==> src/rtl/iox_pkg.sv <==
package iox_pkg;
   localparam int unsigned IOX_SHORT_SLOTS = 8;
   localparam int unsigned IOX_LONG_SLOTS  = 20;

   // Width of a slot index for a frame of n slots (at least one bit).
   function automatic int unsigned iox_idx_w(input int unsigned n);
      return (n < 2) ? 1 : $clog2(n);
   endfunction
endpackage

==> src/rtl/iox_frame_timer.sv <==
// Sender-side slot counter: marks the last slot and raises the frame strobe
// in slot 0 once the first snapshot has been taken.
module iox_frame_timer #(
   parameter int unsigned SLOTS = 8
) (
   input  logic clk,
   input  logic rst_n,
   output logic last_o,
   output logic sync_o
);
   localparam int unsigned IW = iox_pkg::iox_idx_w(SLOTS);
   localparam logic [IW-1:0] LAST = IW'(SLOTS - 1);

   if (SLOTS < 2) begin : g_bad_slots
      $error("iox_frame_timer: SLOTS must be at least 2");
   end

   logic [IW-1:0] cnt;
   logic          primed;

   always_ff @(posedge clk or negedge rst_n) begin
      if (!rst_n) begin
         cnt    <= '0;
         primed <= 1'b0;
      end else if (cnt == LAST) begin
         cnt    <= '0;
         primed <= 1'b1;
      end else begin
         cnt <= cnt + 1'b1;
      end
   end

   assign last_o = (cnt == LAST);
   assign sync_o = primed && (cnt == '0);

   AST_WRAP_TO_SYNC: assert property (@(posedge clk) disable iff (!rst_n)
      last_o |=> sync_o);
   AST_SYNC_ONE_CYCLE: assert property (@(posedge clk) disable iff (!rst_n)
      sync_o |=> !sync_o);
endmodule

==> src/rtl/iox_frame_track.sv <==
// Receiver-side slot tracker: locks to the frame strobe and reports the
// current slot and the last slot of each locked frame.
module iox_frame_track #(
   parameter int unsigned SLOTS = 8,
   parameter int unsigned IW    = iox_pkg::iox_idx_w(SLOTS)
) (
   input  logic          clk,
   input  logic          rst_n,
   input  logic          sync_i,
   output logic [IW-1:0] slot_o,
   output logic          last_o,
   output logic          locked_o
);
   localparam logic [IW-1:0] LAST = IW'(SLOTS - 1);

   logic [IW-1:0] rcnt;

   always_ff @(posedge clk or negedge rst_n) begin
      if (!rst_n) begin
         rcnt     <= '0;
         locked_o <= 1'b0;
      end else if (sync_i) begin
         rcnt     <= IW'(1);
         locked_o <= 1'b1;
      end else if (rcnt == LAST) begin
         rcnt <= '0;
      end else begin
         rcnt <= rcnt + 1'b1;
      end
   end

   assign slot_o = sync_i ? '0 : rcnt;
   assign last_o = locked_o && (slot_o == LAST);
endmodule

==> src/rtl/iox_ser_lane.sv <==
// One serial wire: loads a full snapshot at the frame boundary and shifts
// it out LSB first.
module iox_ser_lane #(
   parameter int unsigned SLOTS = 8
) (
   input  logic             clk,
   input  logic             rst_n,
   input  logic             last_i,
   input  logic [SLOTS-1:0] din_i,
   output logic             line_o
);
   logic [SLOTS-2:0] hold;

   always_ff @(posedge clk or negedge rst_n) begin
      if (!rst_n) begin
         line_o <= 1'b0;
         hold   <= '0;
      end else if (last_i) begin
         line_o <= din_i[0];
         hold   <= din_i[SLOTS-1:1];
      end else begin
         line_o <= hold[0];
         hold   <= hold >> 1;
      end
   end

   AST_LSB_AFTER_CAPTURE: assert property (@(posedge clk) disable iff (!rst_n)
      last_i |=> (line_o == $past(din_i[0])));
endmodule

==> src/rtl/iox_des_lane.sv <==
// One receive wire: stages bits by slot and publishes the whole word at the
// end of the frame.
module iox_des_lane #(
   parameter int unsigned SLOTS = 8,
   parameter int unsigned IW    = iox_pkg::iox_idx_w(SLOTS)
) (
   input  logic             clk,
   input  logic             rst_n,
   input  logic [IW-1:0]    slot_i,
   input  logic             last_i,
   input  logic             line_i,
   output logic [SLOTS-1:0] dout_o
);
   localparam logic [IW-1:0] LAST = IW'(SLOTS - 1);

   logic [SLOTS-2:0] stage;

   always_ff @(posedge clk or negedge rst_n) begin
      if (!rst_n) begin
         stage  <= '0;
         dout_o <= '0;
      end else if (last_i) begin
         dout_o <= {line_i, stage};
      end else if (slot_i < LAST) begin
         stage[slot_i] <= line_i;
      end
   end

   AST_OUT_AT_FRAME_END: assert property (@(posedge clk) disable iff (!rst_n)
      !$stable(dout_o) |-> $past(last_i));
endmodule

==> src/rtl/iox_group.sv <==
// One IO group: sender timer and lanes, receiver tracker and lanes.
module iox_group #(
   parameter int unsigned WIRES = 2,
   parameter int unsigned SLOTS = 8
) (
   input  logic                   clk,
   input  logic                   rst_n,
   input  logic [WIRES*SLOTS-1:0] din_i,
   output logic [WIRES-1:0]       line_o,
   output logic                   sync_o,
   output logic [WIRES*SLOTS-1:0] dout_o
);
   localparam int unsigned IW = iox_pkg::iox_idx_w(SLOTS);

   if (WIRES < 1) begin : g_bad_wires
      $error("iox_group: WIRES must be at least 1");
   end

   logic          tx_last;
   logic [IW-1:0] rx_slot;
   logic          rx_last;
   logic          rx_locked;

   iox_frame_timer #(.SLOTS(SLOTS)) u_timer (
      .clk(clk), .rst_n(rst_n), .last_o(tx_last), .sync_o(sync_o));

   iox_frame_track #(.SLOTS(SLOTS), .IW(IW)) u_track (
      .clk(clk), .rst_n(rst_n), .sync_i(sync_o),
      .slot_o(rx_slot), .last_o(rx_last), .locked_o(rx_locked));

   for (genvar w = 0; w < WIRES; w++) begin : g_lane
      iox_ser_lane #(.SLOTS(SLOTS)) u_ser (
         .clk(clk), .rst_n(rst_n), .last_i(tx_last),
         .din_i(din_i[w*SLOTS +: SLOTS]), .line_o(line_o[w]));

      iox_des_lane #(.SLOTS(SLOTS), .IW(IW)) u_des (
         .clk(clk), .rst_n(rst_n), .slot_i(rx_slot), .last_i(rx_last),
         .line_i(line_o[w]), .dout_o(dout_o[w*SLOTS +: SLOTS]));
   end

   AST_RX_TX_LOCKSTEP: assert property (@(posedge clk) disable iff (!rst_n)
      rx_locked |-> (rx_last == tx_last));
   AST_ZERO_UNTIL_LOCK: assert property (@(posedge clk) disable iff (!rst_n)
      !rx_locked |-> (dout_o == '0));
endmodule

==> src/rtl/iox_link.sv <==
// Dual-rate serial IO expander link: a short-frame and a long-frame group
// sharing one fast bit clock.
module iox_link #(
   parameter int unsigned SHORT_WIRES = 2,
   parameter int unsigned LONG_WIRES  = 3,
   parameter int unsigned SHORT_SLOTS = iox_pkg::IOX_SHORT_SLOTS,
   parameter int unsigned LONG_SLOTS  = iox_pkg::IOX_LONG_SLOTS,
   localparam int unsigned SW = SHORT_WIRES * SHORT_SLOTS,
   localparam int unsigned LW = LONG_WIRES * LONG_SLOTS
) (
   input  logic                   clk,
   input  logic                   rst_n,
   input  logic [SW-1:0]          short_din,
   input  logic [LW-1:0]          long_din,
   output logic [SHORT_WIRES-1:0] short_line,
   output logic [LONG_WIRES-1:0]  long_line,
   output logic                   short_sync,
   output logic                   long_sync,
   output logic [SW-1:0]          short_dout,
   output logic [LW-1:0]          long_dout
);
   if (SHORT_SLOTS >= LONG_SLOTS) begin : g_bad_order
      $error("iox_link: short frames must be shorter than long frames");
   end

   iox_group #(.WIRES(SHORT_WIRES), .SLOTS(SHORT_SLOTS)) u_short (
      .clk(clk), .rst_n(rst_n), .din_i(short_din),
      .line_o(short_line), .sync_o(short_sync), .dout_o(short_dout));

   iox_group #(.WIRES(LONG_WIRES), .SLOTS(LONG_SLOTS)) u_long (
      .clk(clk), .rst_n(rst_n), .din_i(long_din),
      .line_o(long_line), .sync_o(long_sync), .dout_o(long_dout));
endmodule

==> config.mk <==
export PLATFORM = sky130hd
export DESIGN_NAME = iox_link
export DESIGN_NICKNAME = d
export VERILOG_FILES = /design/src/rtl/iox_pkg.sv /design/src/rtl/iox_frame_timer.sv /design/src/rtl/iox_frame_track.sv /design/src/rtl/iox_ser_lane.sv /design/src/rtl/iox_des_lane.sv /design/src/rtl/iox_group.sv /design/src/rtl/iox_link.sv
export SDC_FILE = /design/constraint.sdc
export NUM_CORES = 1
export LEC_CHECK = 0
export CORE_ASPECT_RATIO = 0.8
export CORE_MARGIN = 1
export CORE_UTILIZATION = 40
export DETAILED_ROUTE_END_ITERATION = 8
export GPL_TIMING_DRIVEN = 0
export MAX_ROUTING_LAYER = met4
export PLACE_DENSITY = 0.63
export SETUP_SLACK_MARGIN = 0.5
export SLEW_MARGIN = 20
export SYNTH_ARGS = -nofsm -noshare
export SYNTH_HDL_FRONTEND = slang
export SYNTH_HIERARCHICAL = 1
export SYNTH_SLANG_ARGS = --single-unit
export TNS_END_PERCENT = 100
==> constraint.sdc <==
create_clock -name clk -period 2.7 [get_ports clk]
set_clock_uncertainty 0.1 [all_clocks]
set_input_delay 0.405 -clock clk [delete_from_list [all_inputs] [get_ports clk]]
set_output_delay 0.405 -clock clk [all_outputs]
set_load 0.05 [all_outputs]
==> results of run 1 <==
==> where the power goes <==
group	switching, W	internal [W]	total, W
clock network	0.00141	0.00213	0.00355
logic	0.000397	0.000334	0.000731
registers	0.0000823	0.00379	0.00387
total	0.00189	0.00626	0.00815
==> worst paths after layout <==
path	startpoint	endpoint	slack (ns)	cells after the start
max	u_long/u_timer/cnt[0]	u_long/g_lane[2].u_des/stage[17]	0.25	13
min	long_din[39]	u_long/g_lane[1].u_ser/hold[18]	0.35	2
max reg2reg	u_long/u_timer/cnt[0]	u_long/g_lane[2].u_des/stage[17]	0.25	13
min reg2reg	u_short/g_lane[1].u_ser/hold[0]	u_short/g_lane[1].u_ser/line_o	0.38	1
max in group asynchronous	rst_n	u_long/u_timer/cnt[0]	1.24	3
min in group asynchronous	rst_n	u_short/g_lane[0].u_des/stage[5]	0.36	2
==> what timing repair did <==
item,4_1_cts,5_1_grt
endpoints found under the hold margin,88,0
setup buffers,35,7
gates cloned,5,4
gates resized for setup,205,86
pin swaps,33,24
hold buffers,1,0
endpoints found under the setup margin,219,133
==> flip-flops by register name, summed over array words and instances, names as in the netlist <==
register,count
u_short/g_lane.u_ser/line_o,2
u_short/g_lane.u_des/dout_o,16
u_long/g_lane.u_des/stage,57
u_long/g_lane.u_des/dout_o,60
u_long/u_timer/cnt,5
u_long/u_track/rcnt,5
u_long/g_lane.u_ser/line_o,3
u_long/g_lane.u_ser/hold,57
u_short/u_timer/cnt,3
u_short/g_lane.u_ser/hold,14
u_short/g_lane.u_des/stage,14
u_short/u_track/rcnt,3
u_long/u_timer/primed,1
u_short/u_timer/primed,1
u_short/u_track/locked_o,1
u_long/u_track/locked_o,1
==> layout by cell type (no fill, tap or decap), types with 4 or more instances in the layout <==
cell / count
clkbuf_1: 15
clkbuf_16: 28
and4bb_1: 6
nor3b_4: 15
mux2_2: 7
buf_4: 19
nor2b_4: 4
mux2_1: 28
clkbuf_8: 4
nand2_1: 36
dlymetal6s2s_1: 7
nand2b_1: 7
buf_16: 7
buf_6: 35
inv_1: 4
and2b_2: 4
nor4_4: 5
nand3b_1: 4
mux2_4: 183
nand2_2: 12
ha_1: 7
buf_8: 9
dfrtp_1: 243
dlygate4sd2_1: 74
clkdlybuf4s50_1: 76
nor3_4: 6
==> cells by family (layout without fill, tap and decap cells) <==
| family | count (synthesis) | in the layout | synth area share |
|---|---|---|---|
| and+or+nand+nor | 139 | 142 | 0.101 |
| xor gates and xnor gates | 2 | 2 | 0.00170 |
| AOI/OAI and AO/OA | 9 | 9 | 0.00557 |
| buffers and inverters | 32 | 290 | 0.0214 |
| muxes | 219 | 219 | 0.271 |
| DFF | 243 | 243 | 0.589 |
| adders and majority gates | 9 | 9 | 0.0109 |
==> final cells by class <==
type                       count  area, um2
multi-input combinational    381       4700
buffer                        26        274
sequential                   243       6080
inverter                       6       22.5
clock buffer                  40        764
timing repair buffer         211       2180
clock inverter                 7       91.3
tap                          324        405
fill                        1981      10800
==> per-stage QoR <==
| stage | std cells | cell area, um2 | TNS [ns] | hold slack [ns] |
|---|---|---|---|---|
| floorplan | 653 | 10400 | -0.457 | 0.00941 |
| global placement | 1137 | 12400 | -2108.30 | 0.345 |
| detailed placement | 1139 | 12500 | -20.61 | 0.364 |
| CTS | 1227 | 14100 | 0 | 0.332 |
| global route | 1238 | 14500 | 0 | 0.334 |
| finish | 1238 | 14500 | 0 | 0.352 |
==> critical path: cells and delay by family, from the launching register on <==
family	cells	cell delay [ns]
fa+ha+maj	1	0.16
simple gates	7	0.86
flops	1	0.38
buf+inv	4	0.51
mux	1	0.32
==> layer usage <==
metal	track usage	routed length, um
met5	-	0
met4	0.0470	527
met3	0.0403	1130
met2	0.273	10200
met1	0.228	10500
==> results by group, run 1 <==
Run status
  – Outcome: finished, final reports clean

Synth
  – Post-synthesis average cell area: 15.8 um2
  – YS warnings: 6
  – Area share of the largest cell type after synthesis: 0.589
  – Ys async rst share: 1.00
  – Top post-synthesis cells by count: dfrtp_1, mux2_4, mux2_1
  – Flops & latches, synth: 243
  – Count of cell types in the netlist: 45
  – Post-Syn Instances: 653
  – Mapped Area: 10300 um2
  – Post-synthesis sequential area ratio: 0.589
  – Synth top area cells: dfrtp_1, mux2_4, mux2_1, mux2_2, nand2_1
  – Largest area contributor in the netlist: dfrtp_1
  – Post-synth EDFFs: 0
  – Most common cell in the netlist: dfrtp_1
  – Primary FF master, synth: dfrtp_1
  – Post-Syn Nets: 740

STA
  – Min Clock Period, post-route: 2.45 ns
  – Final hold vios: 0
  – Final worst path period share: 0.907
  – Tightest Pin Transition: 0.686 ns
  – RSZ-0062 raised after global routing: yes
  – Slew headroom: 0.543
  – Maximum clock frequency: 408 MHz
  – Final Setup Violations: 0
  – Fin. max-slew vios: 0
  – Final Worst Setup Slack: 0.251 ns

Setup path
  – Worst path most repeated cell: buf_6
  – CP cell instances: inv_1 -> ha_2 -> nand2_2 -> nor4_4 -> buf_6 -> nor2b_4 -> nand3_2 -> nor3_4 -> buf_6 -> buf_6 -> nor3b_4 -> nand2_1 -> mux2_4
  – CP max stage delay: 0.38 ns
  – Data required time at the worst endpoint: 3.01 ns
  – Crit Path Category: flop to flop
  – Crit Path Max Fanout: 7
  – Critical Path AT: 2.76 ns
  – Critical Path Slowest Stage Cell: dfrtp_1
  – CP Launch Type: flop
  – CP endpoint kind: flop

Final layout
  – Post-layout util: 0.574
  – Syn-to-layout area delta: 40.6%
  – Layout cell share with drive strength beyond 1: 0.411
  – Layout Nets: 982
  – Diodes inserted: 0

Detailed routing
  – Wirelength per Cell: 18.0 um
  – DRC: 0
  – Wirelength, routed: 22300 um
  – Via Count: 6053
  – Number of antenna-violating nets in the routed design: 0
  – Via-per-instance ratio: 4.89
  – Drt pass-1 iters: 4
  – First DRT Iteration DRCs: 202

Die
  – FP Rows: 52
  – Die height: 146 um
  – Core ar.: 25300 um2
  – Die area: 26500 um2
  – Die width: 182 um
  – I/O Pins: 161
  – Initial core utilization: 0.408

Clocking
  – CTS tree: done
  – Skew-Pair Late Insertion Delay: 0.53 ns
  – Clk buf depth: 3
  – Cts bufs inserted: 26
  – CTS Sinks: 243
  – Clock-pin transition on the worst setup and hold timing paths: 0.06 ns
  – Root buffer cell: clkbuf_16
  – CTS HTree Levels: 1

Pwr
  – Power, Total: 0.00815 W
  – Leak: 6.54 nW
  – Peak supply drop: 0.000519 V
  – P per Cell Area: 561 nW/um2

Global routing
  – Global-route wire length before repair: 36200 um
  – GRT Resource Usage Total: 0.174
  – Gr ovfl total: 0
  – Initial antenna violation count: 0
  – Vias in the first global route: 6716
  – Largest net degree at the start of global routing: 91

Placement
  – Worst slack, placed: -0.292 ns
  – RePlAce Congestion: 0.756
  – Hpwl dp: 13900 um
  – Port Buf Inserts: 160

Min path
  – Hold Crit Class: primary input to flop

Flow run
  – Max cap viols: 0
(Power assumes the default switching activity.)
==> run 2: changes to the inputs <==
Settings changed: ABC_AREA from default to 1.
==> results by group, run 2 <==
Clocking
  – Clock-pin transition on the worst setup and hold timing paths: 0.06 ns
  – Skew-Pair Late Insertion Delay: 0.53 ns
  – Root buffer cell: clkbuf_16
  – CTS Sinks: 243
  – Cts bufs inserted: 27
  – CTS HTree Levels: 1
  – Clk buf depth: 3
  – CTS tree: done

Min path
  – Hold Crit Class: primary input to flop
  – Startpoint of the worst hold path: long_din[59]
  – WHS Endpoint: u_long/g_lane[2].u_ser/hold[18]
  – Hold Path Depth: 3

Final layout
  – Diodes inserted: 0
  – Commonest non-fill, non-tap cells in the layout: nand2_1, dfrtp_1, clkdlybuf4s50_1
  – Fin cells: 1818
  – Biggest regs: u_long/g_lane.u_des/dout_o x60, u_long/g_lane.u_des/stage x57, u_long/g_lane.u_ser/hold x57
  – Layout cell share with drive strength beyond 1: 0.123
  – Number of flip-flops in the largest register: 60
  – Syn-to-layout area delta: 31.8%
  – Most common cell after layout, fill and taps aside: nand2_1
  – Most flops, register: u_long/g_lane.u_des/dout_o
  – Layout Nets: 1535

STA
  – Final setup TNS: 0 ns
  – Min Clock Period, post-route: 2.20 ns
  – Slew headroom: 0.551
  – Final Setup Violations: 0
  – Maximum clock frequency: 455 MHz
  – RSZ-0062 raised after global routing: yes
  – Fin. max-slew vios: 0
  – Tightest Pin Transition: 0.671 ns
  – Final worst path period share: 0.815
  – Final hold vios: 0

Synth
  – Ys async rst share: 1.00
  – Area share of the largest cell type after synthesis: 0.578
  – Count of cell types in the netlist: 22
  – Most common cell in the netlist: nand2_1
  – Post-synthesis average cell area: 8.47 um2
  – Post-synthesis sequential area ratio: 0.578
  – Primary FF master, synth: dfrtp_1
  – YS warnings: 6
  – Synth top area cells: dfrtp_1, nand2_1, nand3_1, nand4_1, nor2_1
  – Top post-synthesis cells by count: nand2_1, dfrtp_1, nand3_1
  – Post-synth EDFFs: 0
  – Post-Syn Nets: 1328
  – Mapped Area: 10500 um2
  – Flops & latches, synth: 243
  – Post-Syn Instances: 1241
  – Largest area contributor in the netlist: dfrtp_1

Die
  – Die width: 183 um
  – Initial core utilization: 0.411
  – Die area: 26900 um2
  – I/O Pins: 161
  – FP Rows: 52
  – Die height: 147 um
  – Core ar.: 25600 um2

Global routing
  – Met2 Use GR: 0.260
  – Initial antenna violation count: 0
  – Global-route wire length before repair: 38700 um
  – GRT met1 Usage: 0.258
  – GRT Resource Usage Total: 0.180
  – Largest net degree at the start of global routing: 99
  – Met3 Use GR: 0.0389
  – GR peak layer: met2
  – Gr ovfl total: 0
  – Vias in the first global route: 7883

Pwr
  – Peak supply drop: 0.000423 V
  – P per Cell Area: 587 nW/um2
  – Leak: 7.02 nW

Detailed routing
  – DRC: 0
  – Number of antenna-violating nets in the routed design: 0
  – Wirelength, routed: 23400 um
  – First DRT Iteration DRCs: 473
  – Drt pass-1 iters: 7
  – Via Count: 8399
  – Via-per-instance ratio: 4.62
  – Wirelength per Cell: 12.9 um

Setup path
  – CP Launch Type: flop
  – Critical Path Slowest Stage Cell: dfrtp_1
  – FF-to-FF End: u_long/g_lane[0].u_des/stage[14]
  – Critical Path AT: 1.69 ns
  – Reg-to-reg slack, setup: 0.54 ns
  – CP max stage delay: 0.39 ns
  – CP cell instances: inv_1 -> ha_2 -> nand3_2 -> nor2_4 -> buf_4 -> buf_6
  – Worst r2r src: u_long/u_timer/cnt[1]
  – Data required time at the worst endpoint: 2.19 ns
  – R2r worst-path depth: 15
  – Crit Path Max Fanout: 2
  – CP endpoint kind: output pin
  – Crit path launch: u_long/u_timer/cnt[1]
  – Crit Path Category: flop to output pin

Placement
  – RePlAce Congestion: 0.843
  – Inst Count DP: 1754
  – Hpwl dp: 16000 um
  – Port Buf Inserts: 160

Flow run
  – Max cap viols: 0

Run status
  – Outcome: finished, final reports clean
-- run 2: cell count changes in the layout (fill, tap and decap cells not counted), sizes merged, moves of 7 or more --
cell	before	now
o21ai	4	32
nor3b	17	0
nand4	0	58
nand2b	9	0
nand2	48	596
nor2	4	85
nor3	7	0
nand3	4	78
and2b	7	0
inv	6	79
mux2	218	0
-- run 2: routing by layer --
| layer | up-vias | routed length [um] |
|---|---|---|
| li1 | 4320 | - |
| met1 | 3847 | 11500 |
| met2 | 198 | 10200 |
| met3 | 34 | 1360 |
| met4 | 0 | 386 |
| met5 | - | 0 |
-- run 2: layout make-up --
type | count | area (um2)
clock buffer | 36 | 719
buffer | 55 | 474
tap | 351 | 439
inverter | 79 | 314
fill | 2394 | 11700
multi-input combinational | 864 | 3890
clock inverter | 12 | 155
timing repair buffer | 178 | 1780
sequential | 243 | 6080
-- run 2: per-stage QoR --
stage          instance area (um2)  utilization  power, W  worst slack (ns)  hold WS [ns]
6_report                     13900        0.542   0.00813             0.500         0.300
4_1_cts                      13600        0.532   0.00825             0.331         0.281
3_5_place_dp                 12600        0.495   0.00463             0.141         0.292
5_1_grt                      13900        0.542   0.00847             0.406         0.299
2_1_floorplan                10500            -   0.00426             0.526       0.00941
3_3_place_gp                 12600        0.492   0.00462             -9.26         0.320
-- run 2: power breakdown --
group          internal [W]  switching [W]  leakage [nW]
Combinational      0.000228       0.000423          3.70
Sequential          0.00379      0.0000723          2.90
Clock               0.00216        0.00145         0.423
-- run 2: kinds of logic after synthesis --
kind of cell               synth area share
DFF                                   0.578
adders and majority gates            0.0107
AOI/OAI and AO/OA                    0.0152
buffers and inverters                0.0647
and+or+nand+nor                       0.329
xor gates and xnor gates            0.00167
-- run 2: worst max-delay path by stage --
stage                     slack (ns)  cells past startpoint                          endpoint
final                           0.50                      6                         long_sync
after global routing            0.41                     13   u_long/g_lane[0].u_des/stage[9]
after CTS                       0.33                      5                        short_sync
after detailed placement        0.14                     11   u_long/g_lane[1].u_des/stage[6]
after global placement         -9.26                      1   u_long/g_lane[2].u_ser/hold[12]
after floorplan                 0.53                     14  u_long/g_lane[0].u_des/stage[10]
-- run 2: critical path, delay by kind of cell (launching register included) --
kind	cells	cell delay (ns)
flip-flops	1	0.39
adder cells (fa/ha/maj)	1	0.18
AND/OR/NAND/NOR	2	0.24
buffers and inverters	3	0.36
-- run 2: timing repair --
action                     4_1_cts  5_1_grt
resized for setup              103       79
setup endpoints to repair      187      131
buffers inserted                 7        5
gates cloned                     0        3
pin swaps                        3        8
hold endpoints to repair        63        0
hold buffers                     1        0
